## config.mk

```make
export PLATFORM = sky130hd
export DESIGN_NAME = csr_regfile
export DESIGN_NICKNAME = d
export VERILOG_FILES = /design/src/rtl/csr_pkg.sv /design/src/rtl/csr_decode.sv /design/src/rtl/csr_field.sv /design/src/rtl/csr_readback.sv /design/src/rtl/csr_regfile.sv
export SDC_FILE = /design/constraint.sdc
export NUM_CORES = 1
export LEC_CHECK = 0
export BUFFER_PORTS_ARGS = -buffer_cell sky130_fd_sc_hd__clkbuf_2
export CAP_MARGIN = 20
export CELL_PAD_IN_SITES_DETAIL_PLACEMENT = 2
export CELL_PAD_IN_SITES_GLOBAL_PLACEMENT = 2
export CORE_AREA = 2 2 75 77
export DETAILED_ROUTE_END_ITERATION = 8
export DIE_AREA = 0 0 77 79
export MAX_ROUTING_LAYER = met4
export PLACE_DENSITY = 0.86
export SYNTH_ARGS = -nofsm -noshare
export SYNTH_HDL_FRONTEND = slang
export SYNTH_SLANG_ARGS = --single-unit
export TNS_END_PERCENT = 1
```

## constraint.sdc

```tcl
create_clock -name clk -period 4.05 [get_ports clk]
set_input_delay 0.81 -clock clk [delete_from_list [all_inputs] [get_ports clk]]
set_output_delay 0.81 -clock clk [all_outputs]
set_load 0.03 [all_outputs]
```

## src/rtl/csr_pkg.sv

```systemverilog
// Package csr_pkg
// Shared constants and types for the control/status register block.
// Assumes a 32-bit data path and exact byte-address decode.
package csr_pkg;

    localparam int DATA_W = 32;
    localparam int ADDR_W = 32;

    // Register byte addresses.
    localparam logic [ADDR_W-1:0] ID_ADDR  = 32'h0000_0000;
    localparam logic [ADDR_W-1:0] CMD_ADDR = 32'h0000_0100;

    // Identification register layout: two constant bytes.
    localparam int ID_FIELDS   = 2;
    localparam int ID_FIELD_W  = 8;
    localparam logic [ID_FIELD_W-1:0] ID_MINOR = 8'd0; // bits 7:0
    localparam logic [ID_FIELD_W-1:0] ID_MAJOR = 8'd1; // bits 15:8

    // Command register bit positions.
    localparam int CMD_RST_BIT   = 31;
    localparam int CMD_DONE_BIT  = 1;
    localparam int CMD_START_BIT = 0;

    // Per-field reset values.
    localparam logic CMD_RST_INIT   = 1'b1;
    localparam logic CMD_START_INIT = 1'b0;

    // Access behaviour of a single field.
    typedef enum logic [1:0] {
        FM_RO_CONST = 2'd0,  // constant, host writes ignored
        FM_RO_LIVE  = 2'd1,  // follows an input from user logic
        FM_RW       = 2'd2,  // host read/write storage
        FM_WO_PULSE = 2'd3   // host write-only, clears after one cycle
    } field_mode_e;

    // Which register the current address selects.
    typedef enum logic [1:0] {
        SEL_NONE = 2'd0,
        SEL_ID   = 2'd1,
        SEL_CMD  = 2'd2
    } reg_sel_e;

endpackage

```

## src/rtl/csr_decode.sv

```systemverilog
// Module csr_decode
// Turns the host access strobes into per-register write enables and a
// read select. Assumes one access per cycle and a full-width exact
// match on the byte address; any other address selects nothing.
module csr_decode
    import csr_pkg::*;
#(
    parameter int                ADDR_WIDTH = ADDR_W,
    parameter logic [ADDR_W-1:0] ID_BASE    = ID_ADDR,
    parameter logic [ADDR_W-1:0] CMD_BASE   = CMD_ADDR
) (
    input  logic [ADDR_WIDTH-1:0] addr,
    input  logic                  cs,
    input  logic                  rnw,
    output logic                  wr_id,
    output logic                  wr_cmd,
    output logic                  rd_en,
    output reg_sel_e              rd_sel
);

    reg_sel_e hit;

    // Address match to a register select.
    always_comb begin
        if (addr == ADDR_WIDTH'(ID_BASE))
            hit = SEL_ID;
        else if (addr == ADDR_WIDTH'(CMD_BASE))
            hit = SEL_CMD;
        else
            hit = SEL_NONE;
    end

    // Qualify the select with chip select and direction.
    always_comb begin
        wr_id  = cs && !rnw && (hit == SEL_ID);
        wr_cmd = cs && !rnw && (hit == SEL_CMD);
        rd_en  = cs && rnw;
        rd_sel = hit;
    end

endmodule

```

## src/rtl/csr_field.sv

```systemverilog
// Module csr_field
// One register field whose access behaviour is chosen by MODE.
// q is the value presented to user logic, rd_val the value the host
// reads back. Assumes wr_en is already qualified by decode.
module csr_field
    import csr_pkg::*;
#(
    parameter int               WIDTH     = 1,
    parameter field_mode_e      MODE      = FM_RW,
    parameter logic [WIDTH-1:0] RESET_VAL = '0
) (
    input  logic             clk,
    input  logic             rst_n,
    input  logic             wr_en,
    input  logic [WIDTH-1:0] wr_data,
    input  logic [WIDTH-1:0] live_in,
    output logic [WIDTH-1:0] q,
    output logic [WIDTH-1:0] rd_val
);

    generate
        if (MODE == FM_RO_CONST) begin : g_const
            logic unused_const;
            assign unused_const = ^{clk, rst_n, wr_en, wr_data, live_in};
            assign q      = RESET_VAL;
            assign rd_val = RESET_VAL;
        end else if (MODE == FM_RO_LIVE) begin : g_live
            logic unused_live;
            assign unused_live = ^{clk, rst_n, wr_en, wr_data};
            assign q      = live_in;
            assign rd_val = live_in;
        end else if (MODE == FM_RW) begin : g_rw
            logic [WIDTH-1:0] store;
            logic unused_rw;
            assign unused_rw = ^live_in;
            // Hold host-written value; reload reset value on reset.
            always_ff @(posedge clk) begin
                if (!rst_n)
                    store <= RESET_VAL;
                else if (wr_en)
                    store <= wr_data;
            end
            assign q      = store;
            assign rd_val = store;
        end else begin : g_pulse
            logic [WIDTH-1:0] pulse;
            logic unused_pulse;
            assign unused_pulse = ^live_in;
            // Capture a write for one cycle, otherwise fall back to zero.
            always_ff @(posedge clk) begin
                if (!rst_n)
                    pulse <= RESET_VAL;
                else if (wr_en)
                    pulse <= wr_data;
                else
                    pulse <= '0;
            end
            assign q      = pulse;
            assign rd_val = '0;
        end
    endgenerate

endmodule

```

## src/rtl/csr_readback.sv

```systemverilog
// Module csr_readback
// Registered read-data path. Picks the selected register word on a read
// access and holds it until the next read. Unselected addresses give 0.
module csr_readback
    import csr_pkg::*;
#(
    parameter int DATA_WIDTH = DATA_W
) (
    input  logic                  clk,
    input  logic                  rst_n,
    input  logic                  rd_en,
    input  reg_sel_e              rd_sel,
    input  logic [DATA_WIDTH-1:0] id_word,
    input  logic [DATA_WIDTH-1:0] cmd_word,
    output logic [DATA_WIDTH-1:0] rdata
);

    logic [DATA_WIDTH-1:0] pick;

    // Select the word addressed by the current read.
    always_comb begin
        unique case (rd_sel)
            SEL_ID:  pick = id_word;
            SEL_CMD: pick = cmd_word;
            default: pick = '0;
        endcase
    end

    // Register read data on a read access, hold otherwise.
    always_ff @(posedge clk) begin
        if (!rst_n)
            rdata <= '0;
        else if (rd_en)
            rdata <= pick;
    end

endmodule

```

## src/rtl/csr_regfile.sv

```systemverilog
// Module csr_regfile
// Top of the control/status register block: an identification register
// of constant bytes and a command register with a read-write reset bit,
// a live completion flag and a self-clearing launch bit.
// Assumes a synchronous active-low reset and one host access per cycle.
module csr_regfile
    import csr_pkg::*;
#(
    parameter int                ADDR_WIDTH = ADDR_W,
    parameter int                DATA_WIDTH = DATA_W,
    parameter logic [ADDR_W-1:0] ID_BASE    = ID_ADDR,
    parameter logic [ADDR_W-1:0] CMD_BASE   = CMD_ADDR
) (
    input  logic                  clk,
    input  logic                  rst_n,
    input  logic [ADDR_WIDTH-1:0] addr,
    input  logic                  cs,
    input  logic                  rnw,
    input  logic [DATA_WIDTH-1:0] wdata,
    output logic [DATA_WIDTH-1:0] rdata,
    input  logic                  done_i,
    output logic                  mod_rst_o,
    output logic                  start_o
);

    localparam int ID_USED_W = ID_FIELDS * ID_FIELD_W;
    localparam logic [ID_USED_W-1:0] ID_INIT = {ID_MAJOR, ID_MINOR};

    logic     wr_id;
    logic     wr_cmd;
    logic     rd_en;
    reg_sel_e rd_sel;

    logic [DATA_WIDTH-1:0] id_word;
    logic [DATA_WIDTH-1:0] cmd_word;
    logic [ID_USED_W-1:0]  id_bits;

    logic rst_rd;
    logic done_rd;
    logic start_rd;
    logic done_q;

    csr_decode #(
        .ADDR_WIDTH (ADDR_WIDTH),
        .ID_BASE    (ID_BASE),
        .CMD_BASE   (CMD_BASE)
    ) u_decode (
        .addr   (addr),
        .cs     (cs),
        .rnw    (rnw),
        .wr_id  (wr_id),
        .wr_cmd (wr_cmd),
        .rd_en  (rd_en),
        .rd_sel (rd_sel)
    );

    // Identification bytes: one constant field per byte.
    generate
        for (genvar i = 0; i < ID_FIELDS; i++) begin : g_id
            logic [ID_FIELD_W-1:0] id_q;
            csr_field #(
                .WIDTH     (ID_FIELD_W),
                .MODE      (FM_RO_CONST),
                .RESET_VAL (ID_INIT[i*ID_FIELD_W +: ID_FIELD_W])
            ) u_id_byte (
                .clk     (clk),
                .rst_n   (rst_n),
                .wr_en   (wr_id),
                .wr_data (wdata[i*ID_FIELD_W +: ID_FIELD_W]),
                .live_in ('0),
                .q       (id_q),
                .rd_val  (id_bits[i*ID_FIELD_W +: ID_FIELD_W])
            );
        end
    endgenerate

    // Module-reset bit: host read/write.
    csr_field #(
        .WIDTH     (1),
        .MODE      (FM_RW),
        .RESET_VAL (CMD_RST_INIT)
    ) u_rst_field (
        .clk     (clk),
        .rst_n   (rst_n),
        .wr_en   (wr_cmd),
        .wr_data (wdata[CMD_RST_BIT]),
        .live_in (1'b0),
        .q       (mod_rst_o),
        .rd_val  (rst_rd)
    );

    // Completion flag: mirrors user logic, writes ignored.
    csr_field #(
        .WIDTH     (1),
        .MODE      (FM_RO_LIVE),
        .RESET_VAL (1'b0)
    ) u_done_field (
        .clk     (clk),
        .rst_n   (rst_n),
        .wr_en   (wr_cmd),
        .wr_data (wdata[CMD_DONE_BIT]),
        .live_in (done_i),
        .q       (done_q),
        .rd_val  (done_rd)
    );

    // Launch bit: write-only, self-clearing pulse.
    csr_field #(
        .WIDTH     (1),
        .MODE      (FM_WO_PULSE),
        .RESET_VAL (CMD_START_INIT)
    ) u_start_field (
        .clk     (clk),
        .rst_n   (rst_n),
        .wr_en   (wr_cmd),
        .wr_data (wdata[CMD_START_BIT]),
        .live_in (1'b0),
        .q       (start_o),
        .rd_val  (start_rd)
    );

    logic unused_top;
    assign unused_top = done_q;

    // Assemble the two register words with unused bits at zero.
    always_comb begin
        id_word                = '0;
        id_word[ID_USED_W-1:0] = id_bits;
        cmd_word                = '0;
        cmd_word[CMD_RST_BIT]   = rst_rd;
        cmd_word[CMD_DONE_BIT]  = done_rd;
        cmd_word[CMD_START_BIT] = start_rd;
    end

    csr_readback #(
        .DATA_WIDTH (DATA_WIDTH)
    ) u_readback (
        .clk      (clk),
        .rst_n    (rst_n),
        .rd_en    (rd_en),
        .rd_sel   (rd_sel),
        .id_word  (id_word),
        .cmd_word (cmd_word),
        .rdata    (rdata)
    );

endmodule

```

# After elaboration in Yosys (flattened, before gate mapping)
# Index checks and enable logic that the tools add are counted.
[classes] n_mux=3 n_reduce_logical=6 eq_ne=3
[op_table] cell="$pmux 32 s2" n=1
[op_table] cell="$eq 32x9->1 const B" n=1
[op_table] cell="$logic_not 32->1" n=1
[op_table] cell="$mux 2" n=2
[op_table] cell="$logic_and 1x1->1" n=3
[op_table] cell="$eq 2x1->1 const B" n=1
[op_table] cell="$eq 2x2->1 const B" n=1
[op_table] cell="$reduce_and 2->1" n=1
[op_table] cell="$logic_not 1->1" n=1
[word_totals] inputBits=69 regBits=34 output_inout_bits=34 word_cells=15

# Depth between registers and ports, before layout
# Gate-level depths: netlist (run 1).
[depth] ltp_word=6 depth_mapped=4 ltp_nobuf=4

# Hierarchy
# A second synthesis (run 1) with hierarchy kept.
[hier_totals] hier_cells=178 hier_area_um2=1953.1
[modules_own_cells] mod="csr_readback" instances=1 seq_area_each_um2=640.6 cells_per_inst=115 area_each_um2=1497.7
[modules_own_cells] mod="csr_field at g_id[1].u_id_byte" instances=1 seq_area_each_um2=0.0 cells_per_inst=18 area_each_um2=127.6
[modules_own_cells] mod="csr_field at g_id[0].u_id_byte" instances=1 seq_area_each_um2=0.0 cells_per_inst=17 area_each_um2=123.9
[modules_own_cells] mod="csr_decode" instances=1 seq_area_each_um2=0.0 cells_per_inst=17 area_each_um2=106.4
[modules_own_cells] mod="csr_field at u_rst_field" instances=1 seq_area_each_um2=20.0 cells_per_inst=4 area_each_um2=41.3
[modules_own_cells] mod="csr_field at u_start_field" instances=1 seq_area_each_um2=20.0 cells_per_inst=4 area_each_um2=37.5
[modules_own_cells] mod="csr_field at u_done_field" instances=1 seq_area_each_um2=0.0 cells_per_inst=2 area_each_um2=15.0
[modules_own_cells] mod="csr_regfile" instances=1 seq_area_each_um2=0.0 cells_per_inst=1 area_each_um2=3.8

# Worst setup path after synthesis (run 1)
# Ideal clock, no wire load.
[synth_path] path_type="in2reg" from="in addr[22]" to="reg u_readback.rdata[1]" path_buffers=0 path_slack_ns=2.055 setup_ns=0.067 required_time_ns=3.983 path_stages=4 t_arrival_ns=1.928 cell_sequence="nor4_1 > nand4_1 > or4_4 > o21ai_2"
[synth_via] elab_chain_cells=5 word_cells_on_any_way=7 cone_classes="eq/ne: 3; mux: 3; reduce/logical: 1"
[synth_lines] element="from (decl)" line="csr_regfile.sv:16" source="input logic [ADDR_WIDTH-1:0] addr,"
[synth_lines] element="$eq 32x9->1" line="csr_decode.sv:27" source="else if (addr == ADDR_WIDTH'(CMD_BASE))"
[synth_lines] element="$mux 2" line="csr_decode.sv:27"
[synth_lines] element="$mux 2 (*)" line="csr_decode.sv:25" source="if (addr == ADDR_WIDTH'(ID_BASE))"
[synth_lines] element="$eq 2x2->1 / $eq 2x1->1 (equally long branches)" line="csr_readback.sv:22" source="unique case (rd_sel)"
[synth_lines] element="$pmux 32 s2 (*)" line="csr_readback.sv:22"
[synth_lines] element="to (signal assigned)" line="csr_readback.sv:34" source="rdata <= pick;"
[synth_lines] element="to (decl)" line="csr_readback.sv:15" source="output logic [DATA_WIDTH-1:0] rdata"
# Mark *: on every way between the ends. The rest lies on a longest branch, timed or not.
# A chain may end at the register's enable or synchronous reset.

# Worst setup path in the final report (run 1)
[layout_path] from="in addr[14]" to="reg u_readback.rdata[31]"
# The elaborated chain is that of the path after synthesis.

==> results of run 1 <==
## power groups by stage
stage / Sequential (W) / Clock (W) / Combinational [W]
detailed placement: 0.0000503 / 0 / 0.0000598
finish: 0.0000495 / 0.0000943 / 0.0000603
floorplan: 0.0000503 / 0 / 0.0000605
CTS: 0.0000495 / 0.0000966 / 0.0000600
global route: 0.0000495 / 0.0000998 / 0.0000651
global placement: 0.0000503 / 0 / 0.0000584
## critical path, cell delays in order
cell      delay, ns
clkbuf_2       0.08
nor4_1         0.29
nand4_1        0.26
or4_4          0.61
o21ai_2        0.11
## cell families after synthesis
family	after synthesis	synth area share [%]
and+or+nand+nor	24	28.8
buffers and inverters	31	44.3
AOI/OAI and AO/OA	4	6.41
other	1	0.738
DFF	5	19.7
## cells in the final DEF (no fill, tap or decap), drive strengths merged
master,n
o41ai,1
nor3,2
nand2,4
inv,2
and2,1
or4,1
or3,1
a31oi,1
nor4,8
nor2b,1
nand3,2
nand2b,1
clkbuf,47
dfxtp,5
o21ai,2
nand4,3
conb,29
## final timing paths
check | startpoint | endpoint | slack [ns] | cells after the start
max reg2reg | u_readback.rdata[8]$_SDFFE_PN0P_ | u_readback.rdata[8]$_SDFFE_PN0P_ | 3.35 | 3
min | u_readback.rdata[1]$_SDFFE_PN0P_ | u_readback.rdata[1]$_SDFFE_PN0P_ | 0.46 | 2
max | addr[14] | u_readback.rdata[31]$_SDFFE_PN0P_ | 2.05 | 5
min reg2reg | u_readback.rdata[1]$_SDFFE_PN0P_ | u_readback.rdata[1]$_SDFFE_PN0P_ | 0.46 | 2
## synthesized netlist by cell type
master,instances
buf_4,29
nor4_1,7
dfxtp_1,5
nand2_1,4
nand4_1,3
inv_1,2
nand3_1,2
nor3_1,2
o21ai_2,2
a31oi_1,1
and2_1,1
conb_1,1
nand2b_1,1
nor2b_1,1
nor4_2,1
o41ai_1,1
or3_1,1
or4_4,1
## through the flow
stage,utilization [%],area [um^2],instances
6_report,14.0,746,183
5_1_grt,14.0,746,183
4_1_cts,14.0,746,183
3_5_place_dp,13.1,701,179
3_3_place_gp,13.1,701,179
2_1_floorplan,-,613,93
## final cells by class
cell class	count	area (um^2)
Fill cell	674	4590
Multi-Input combinational cell	57	288
Timing Repair Buffer	43	215
Sequential cell	5	100
Tap cell	72	90.1
Clock buffer	4	45.0
Inverter	2	7.51
## state kept, by name (all words and copies together) (netlist names)
register          cells
u_readback.rdata      3
u_rst_field.q         1
u_start_field.q       1
## layer usage
layer | wire [um] | up-vias
met5 | 0 | -
met4 | 56 | 0
met3 | 133 | 5
met2 | 874 | 43
met1 | 628 | 253
li1 | - | 262
==> flow_summary.toml, run 1 <==
[logic_synthesis]
ys_warn_count = 0
synth_area_leaders = "buf_4, dfxtp_1, nor4_1"
synth-seq-cells = 5
synthDistinctLibCells = 18
syn_inst = 65
ys_seq_area_share_pct = 19.7
yosys.area.top_type_share_pct = 42.9
syn_area_per_cell_um2 = 7.82
syn_area_um2 = 508
synth_top_cell_by_area = "buf_4"

[timing]
fin_skew_ns = 0.0000969
setup_tns_ns = 0
maxSlewViolCount = 0
fin_crit_ns = 2.00
rsz0062_at_grt = "no"
fmax_mhz = 500
finalSetupViolations = 0
fin_crit_sh_pct = 49.4
whs_ns = 0.465
finalHoldViolations = 0
setup_ws_ns = 2.05

[floorplanning]
rows = 27
core_um2 = 5340
io_pins = 103
start_util_pct = 9.52
die_width_um = 77
fp.dieH_um = 79
die_area_um2 = 6080

[global_routing]
gr-usage-met3_pct = 0.455
top_usage_layer = "met2"
grtUsageMet2_pct = 10.2
grt_pass1_wl_um = 2530
grt_use_met1_pct = 5.51
antenna_found_initial = 0
grt_max_degree = 8
track_usage_pct = 5.55
grt_overflow_total = 0
grt_pass1_vias = 572

[routing]
wirelength_um = 1690
avgViaCountPerCell = 3.08
first_pass_iters = 1
via_count = 563
wl_per_cell_um = 9.25
drt-initial-drc-count = 0
final_antenna_net_count = 0
drcViolationCount = 0

[power]
pwr-share-clk_pct = 46.2
p_sw_w = 0.0000720
power.density_nw_per_um2 = 274
p_int_w = 0.000132
power_leakage_nw = 0.385
p_seq_share_pct = 24.3
swShare_pct = 35.3
p_comb_share_pct = 29.5
ir_drop_mv = 0.0505
power_w = 0.000204

[placement]
gp_routability_congestion = 0.691
dp_hpwl_um = 1570
pre_cts_ws_ns = 1.80
portBuffers = 43

[setup_path]
worstSetupStartpointType = "input pin"
required_ns = 4.21
crit_fanout = 5
endpoint_kind = "flop"
critPathKind = "input pin to flop"
arrival_ns = 2.16

[clock_network]
clock_path_buffers = 2
cts_inserted_buffers = 3
cts.htree.levels = 1
cts_tree = "done"
hold_buffers = 0
cts_root_buf = "clkbuf_8"
path_clk_slew_ns = 0.04
post_cts_resized = 0
insertion_delay_ns = 0.22
cts_setup_buffers = 0
cts_sinks = 5

[hold_path]
hold_class = "flop to flop"

[outcome]
status = "completed"

[layout]
fin_nets = 181
drive_above_1_share_pct = 45.0
diodes = 0
areaGrowthSynthToFinish_pct = 46.8

[job]
cap_viol_max_count = 0
No activity file was read; power rests on OpenSTA's default activity.
==> inputs of run 2 (changes only) <==
clock period = 2 ns   (was 4.05 ns; I/O delays follow)
==> run 2 against run 1 <==
  * First-iteration DRC count up 5
  * Utilization increased by 0.14 points
  * Critical path depth is the same
  * Critical endpoint is now u_readback.rdata[1]$_SDFFE_PN0P_
  * Wire length shrank 1.8%
  * Worst setup slack worse by 1.6 ns
  * Die area is the same
  * Highest routed layer is now met3
  * Final cell count increased by 0.55%
  * Non-clock buffer count rose by 1
==> flow_summary.toml, run 2 (synthesized netlist as in run 1, its figures left out) <==
[routing]
via_count = 557
wirelength_um = 1660
first_pass_iters = 4
avgViaCountPerCell = 3.03
final_antenna_net_count = 0
wl_per_cell_um = 9.04
drt-initial-drc-count = 5
drcViolationCount = 0

[floorplanning]
die_area_um2 = 6080
fp.dieH_um = 79
io_pins = 103
rows = 27
die_width_um = 77
core_um2 = 5340
start_util_pct = 9.52

[setup_path]
critPathKind = "input pin to flop"
worstSetupStartpointType = "input pin"
reg2reg_depth = 3
cp-startpoint = "addr[14]"
path_cells = "clkbuf_2 > nor4_1 > nand4_1 > or4_4 > o21ai_2"
slowest_delay_ns = 0.60
arrival_ns = 1.72
crit_slowest_cell = "or4_4"
required_ns = 2.15
reg2reg_from = "u_readback.rdata[8]$_SDFFE_PN0P_"
endpoint_kind = "flop"
crit_fanout = 5

[timing]
finalHoldViolations = 0
fin_skew_ns = 0.0000244
fin_crit_ns = 1.57
rsz0062_at_grt = "no"
fmax_mhz = 637
whs_ns = 0.418
maxSlewViolCount = 0
finalSetupViolations = 0
setup_tns_ns = 0
fin_crit_sh_pct = 78.5

[clock_network]
path_clk_slew_ns = 0.03
post_cts_resized = 0
insertion_delay_ns = 0.22
cts_setup_buffers = 0
cts_tree = "done"
cts_inserted_buffers = 3
cts_root_buf = "clkbuf_8"
cts_sinks = 5
hold_buffers = 0
clock_path_buffers = 2
cts.htree.levels = 1

[power]
power.density_nw_per_um2 = 541
ir_drop_mv = 0.117
power_leakage_nw = 0.389

[hold_path]
hold_start = "done_i"
hold_class = "input pin to flop"
whs_path_depth = 3

[placement]
placed_area_um2 = 708
dp_hpwl_um = 1610
portBuffers = 43
gp_routability_congestion = 0.698

[layout]
regMostFlops = "u_readback.rdata"
mostFrequentLayoutCell = "clkbuf_2"
areaGrowthSynthToFinish_pct = 48.3
fin_nets = 182
layout_common_cells = "clkbuf_2, conb_1, nor4_1"
post-route-util_pct = 14.1
diodes = 0
fin_area_um2 = 753
drive_above_1_share_pct = 45.5
largest_reg_flops = 3

[global_routing]
antenna_found_initial = 0
grt_pass1_wl_um = 2590
grt_pass1_vias = 603
grt_max_degree = 8
grt_overflow_total = 0
track_usage_pct = 5.60

[outcome]
status = "completed"

[job]
cap_viol_max_count = 0
[run 2: final timing paths]
path / to / slack (ns)
hold reg to reg: u_readback.rdata[1]$_SDFFE_PN0P_ / 0.47
hold / removal: u_readback.rdata[1]$_SDFFE_PN0P_ / 0.42
setup / recovery: u_readback.rdata[1]$_SDFFE_PN0P_ / 0.43
setup reg to reg: u_readback.rdata[8]$_SDFFE_PN0P_ / 1.32
[run 2: routing by layer]
metal	up-vias	global-route usage, %	wire [um]
met5	-	-	0
met4	0	3.75	0
met3	0	0.341	122
met2	38	10.9	955
met1	255	5.37	584
li1	264	-	-
[run 2: cell type report]
class                   instances  area [um^2]
flip-flops and latches          5          100
repair buffers                 44          223
multi-input cells              57          288
well taps                      72         90.1
inverters                       2         7.51
clock buffers                   4         45.0
fillers                       683         4580
[run 2: stage by stage]
step	setup slack [ns]	cells	total power, W
final	0.431	184	0.000407
after global routing	0.232	184	0.000429
after CTS	0.400	184	0.000415
after detailed placement	0.168	180	0.000223
after global placement	0.169	180	0.000220
after floorplan	0.415	93	0.000224
[run 2: report_power, final]
part	switching [W]	total (W)	internal, W
clock	0.0000478	0.000184	0.000137
combinational	0.0000923	0.000123	0.0000302
sequential	0.00000000000000499	0.000100	0.000100
total	0.000140	0.000407	0.000267
[run 2: critical path, delay by kind of cell]
family / cells / cell delay, ns
AO/OA/AOI/OAI: 1 / 0.12
buffers and inverters: 1 / 0.08
AND/OR/NAND/NOR: 3 / 1.12
==> inputs of run 3 (changes only) <==
PLACE_DENSITY = 0.9   (was 0.86)
clock period = 1.33 ns   (was 2 ns; I/O delays follow)
==> run 3 against run 2 <==
  * The flow now finishes with violations (negative setup slack)
  * Clock skew about the same
  * Final cell count increased by 3.3%
  * Utilization increased by 2.3 points
  * Total power increased by 57%
  * Sequential share of layout area decreased by 1.9 points
  * Global-route usage increased by 0.69 points
  * Sequential power increased by 51%
  * First-iteration DRC count increased by 20%
  * Clock-buffer cell count unchanged
  * Die area unchanged
  * Combinational power increased by 67%
  * Non-clock buffer count increased by 6
  * Highest routed layer is now met4
==> flow_summary.toml, run 3 (synthesized netlist as in run 1, its figures left out) <==
[outcome]
failed_checks = "negative setup slack"
status = "complete, but fails checks"

[timing]
fin_crit_ns = 1.41
rsz0062_at_grt = "yes"
finalSetupViolations = 4
fin_crit_sh_pct = 106
fin_skew_ns = 0.0000624
fmax_mhz = 707
maxSlewViolCount = 0
finalHoldViolations = 0
whs_ns = 0.298
setup_ws_ns = -0.0844

[clock_network]
cts_root_buf = "clkbuf_8"
cts.htree.levels = 1
cts_inserted_buffers = 3
path_clk_slew_ns = 0.04
clock_path_buffers = 2
cts_sinks = 5
insertion_delay_ns = 0.22
cts_tree = "done"

[placement]
pre_cts_ws_ns = -0.387
portBuffers = 43
gp_routability_congestion = 0.614
dp_hpwl_um = 1700

[routing]
final_antenna_net_count = 0
via_count = 581
wl_per_cell_um = 9.96
wirelength_um = 1890
first_pass_iters = 3
drcViolationCount = 0
avgViaCountPerCell = 3.06
drt-initial-drc-count = 6

[global_routing]
grt_pass1_wl_um = 2880
track_usage_pct = 6.29
antenna_found_initial = 0
grt_max_degree = 7
grt_pass1_vias = 614
grt_overflow_total = 0

[power]
ir_drop_mv = 0.187
power.density_nw_per_um2 = 729
power_leakage_nw = 0.430

[setup_path]
reg2reg_from = "u_readback.rdata[8]$_SDFFE_PN0P_"
required_ns = 1.48
cpLargestDelayFamily = "simple AND/OR/NAND/NOR gates"
cp.buffers_inverters = 1
endpoint_kind = "flop"
worstSetupStartpointType = "input pin"
r2r_slack_ns = 0.63
path_cells = "clkbuf_2 > nor4_1 > nand4_1 > or4_4 > o21ai_2"
crit_fanout = 4
slowest_delay_ns = 0.56
critPathKind = "input pin to flop"
cp-startpoint = "addr[13]"
crit_slowest_cell = "or4_4"
arrival_ns = 1.57

[floorplanning]
die_width_um = 77
rows = 27
fp.dieH_um = 79
die_area_um2 = 6080
start_util_pct = 9.52
io_pins = 103
core_um2 = 5340

[layout]
diodes = 0
nFillCells = 669
fin_nets = 188
layout_common_cells = "clkbuf_2, conb_1, buf_4"
largest_reg_flops = 3
areaGrowthSynthToFinish_pct = 72.4
regMostFlops = "u_readback.rdata"
mostFrequentLayoutCell = "clkbuf_2"
drive_above_1_share_pct = 55.9

[hold_path]
hold_start = "done_i"
hold_class = "input pin to flop"

[job]
cap_viol_max_count = 0
-- run 3: path summary, 6_finish.rpt --
| check | to | cells after the start |
|---|---|---|
| worst min-delay path | u_readback.rdata[1]$_SDFFE_PN0P_ | 3 |
| worst max-delay path | u_readback.rdata[1]$_SDFFE_PN0P_ | 5 |
| worst min register to register | u_readback.rdata[31]$_SDFFE_PN0P_ | 2 |
| worst max register to register | u_readback.rdata[8]$_SDFFE_PN0P_ | 3 |
-- run 3: layout make-up --
type,instances,area (um^2),share of cell area [%]
Timing Repair Buffer,50,272,31.0
Tap cell,72,90.1,10.3
Clock buffer,4,45.0,5.14
Multi-Input combinational cell,57,362,41.3
Sequential cell,5,100,11.4
Inverter,2,7.51,0.857
-- run 3: worst reg2reg max path: cells and delay by family (launching register included) --
kind	cells	cell delay [ns]
flip-flops	1	0.31
AND/OR/NAND/NOR	2	0.22
AO/OA/AOI/OAI	1	0.06
-- run 3: through the flow --
step                      total power, W  utilization [%]  TNS, ns  area, um^2  instances
after global routing            0.000681             16.4   -0.605         876        190
final                           0.000639             16.4   -0.267         876        190
after CTS                       0.000639             15.6   -0.153         832        189
after floorplan                 0.000338                -   -0.176         632         93
after global placement          0.000341             14.2    -1.01         757        184
after detailed placement        0.000345             14.2    -1.32         757        184
-- run 3: power breakdown --
part	leakage (nW)	total [W]	internal [W]	switching, W
clock	0.0228	0.000283	0.000206	0.0000772
sequential	0.0403	0.000151	0.000151	0.00000000000000776
combinational	0.367	0.000205	0.0000529	0.000152
-- run 3: per-layer routing --
metal | up-vias | global-route usage (%) | wire length, um | share of wire (%)
li1 | 276 | - | - | -
met1 | 263 | 6.32 | 664 | 35
met2 | 40 | 11.7 | 1070 | 56
met3 | 2 | 1.93 | 151 | 8.0
met4 | 0 | 2.14 | 9 | 0.48
met5 | - | - | 0 | 0
-- run 3: what timing repair did --
| item | CTS | global route |
|---|---|---|
| pin swaps | 7 | 3 |
| gates resized for setup | 4 | 5 |
| hold buffers | 0 | 0 |
| setup buffers | 1 | 1 |
| endpoints found under the setup margin | 4 | 4 |
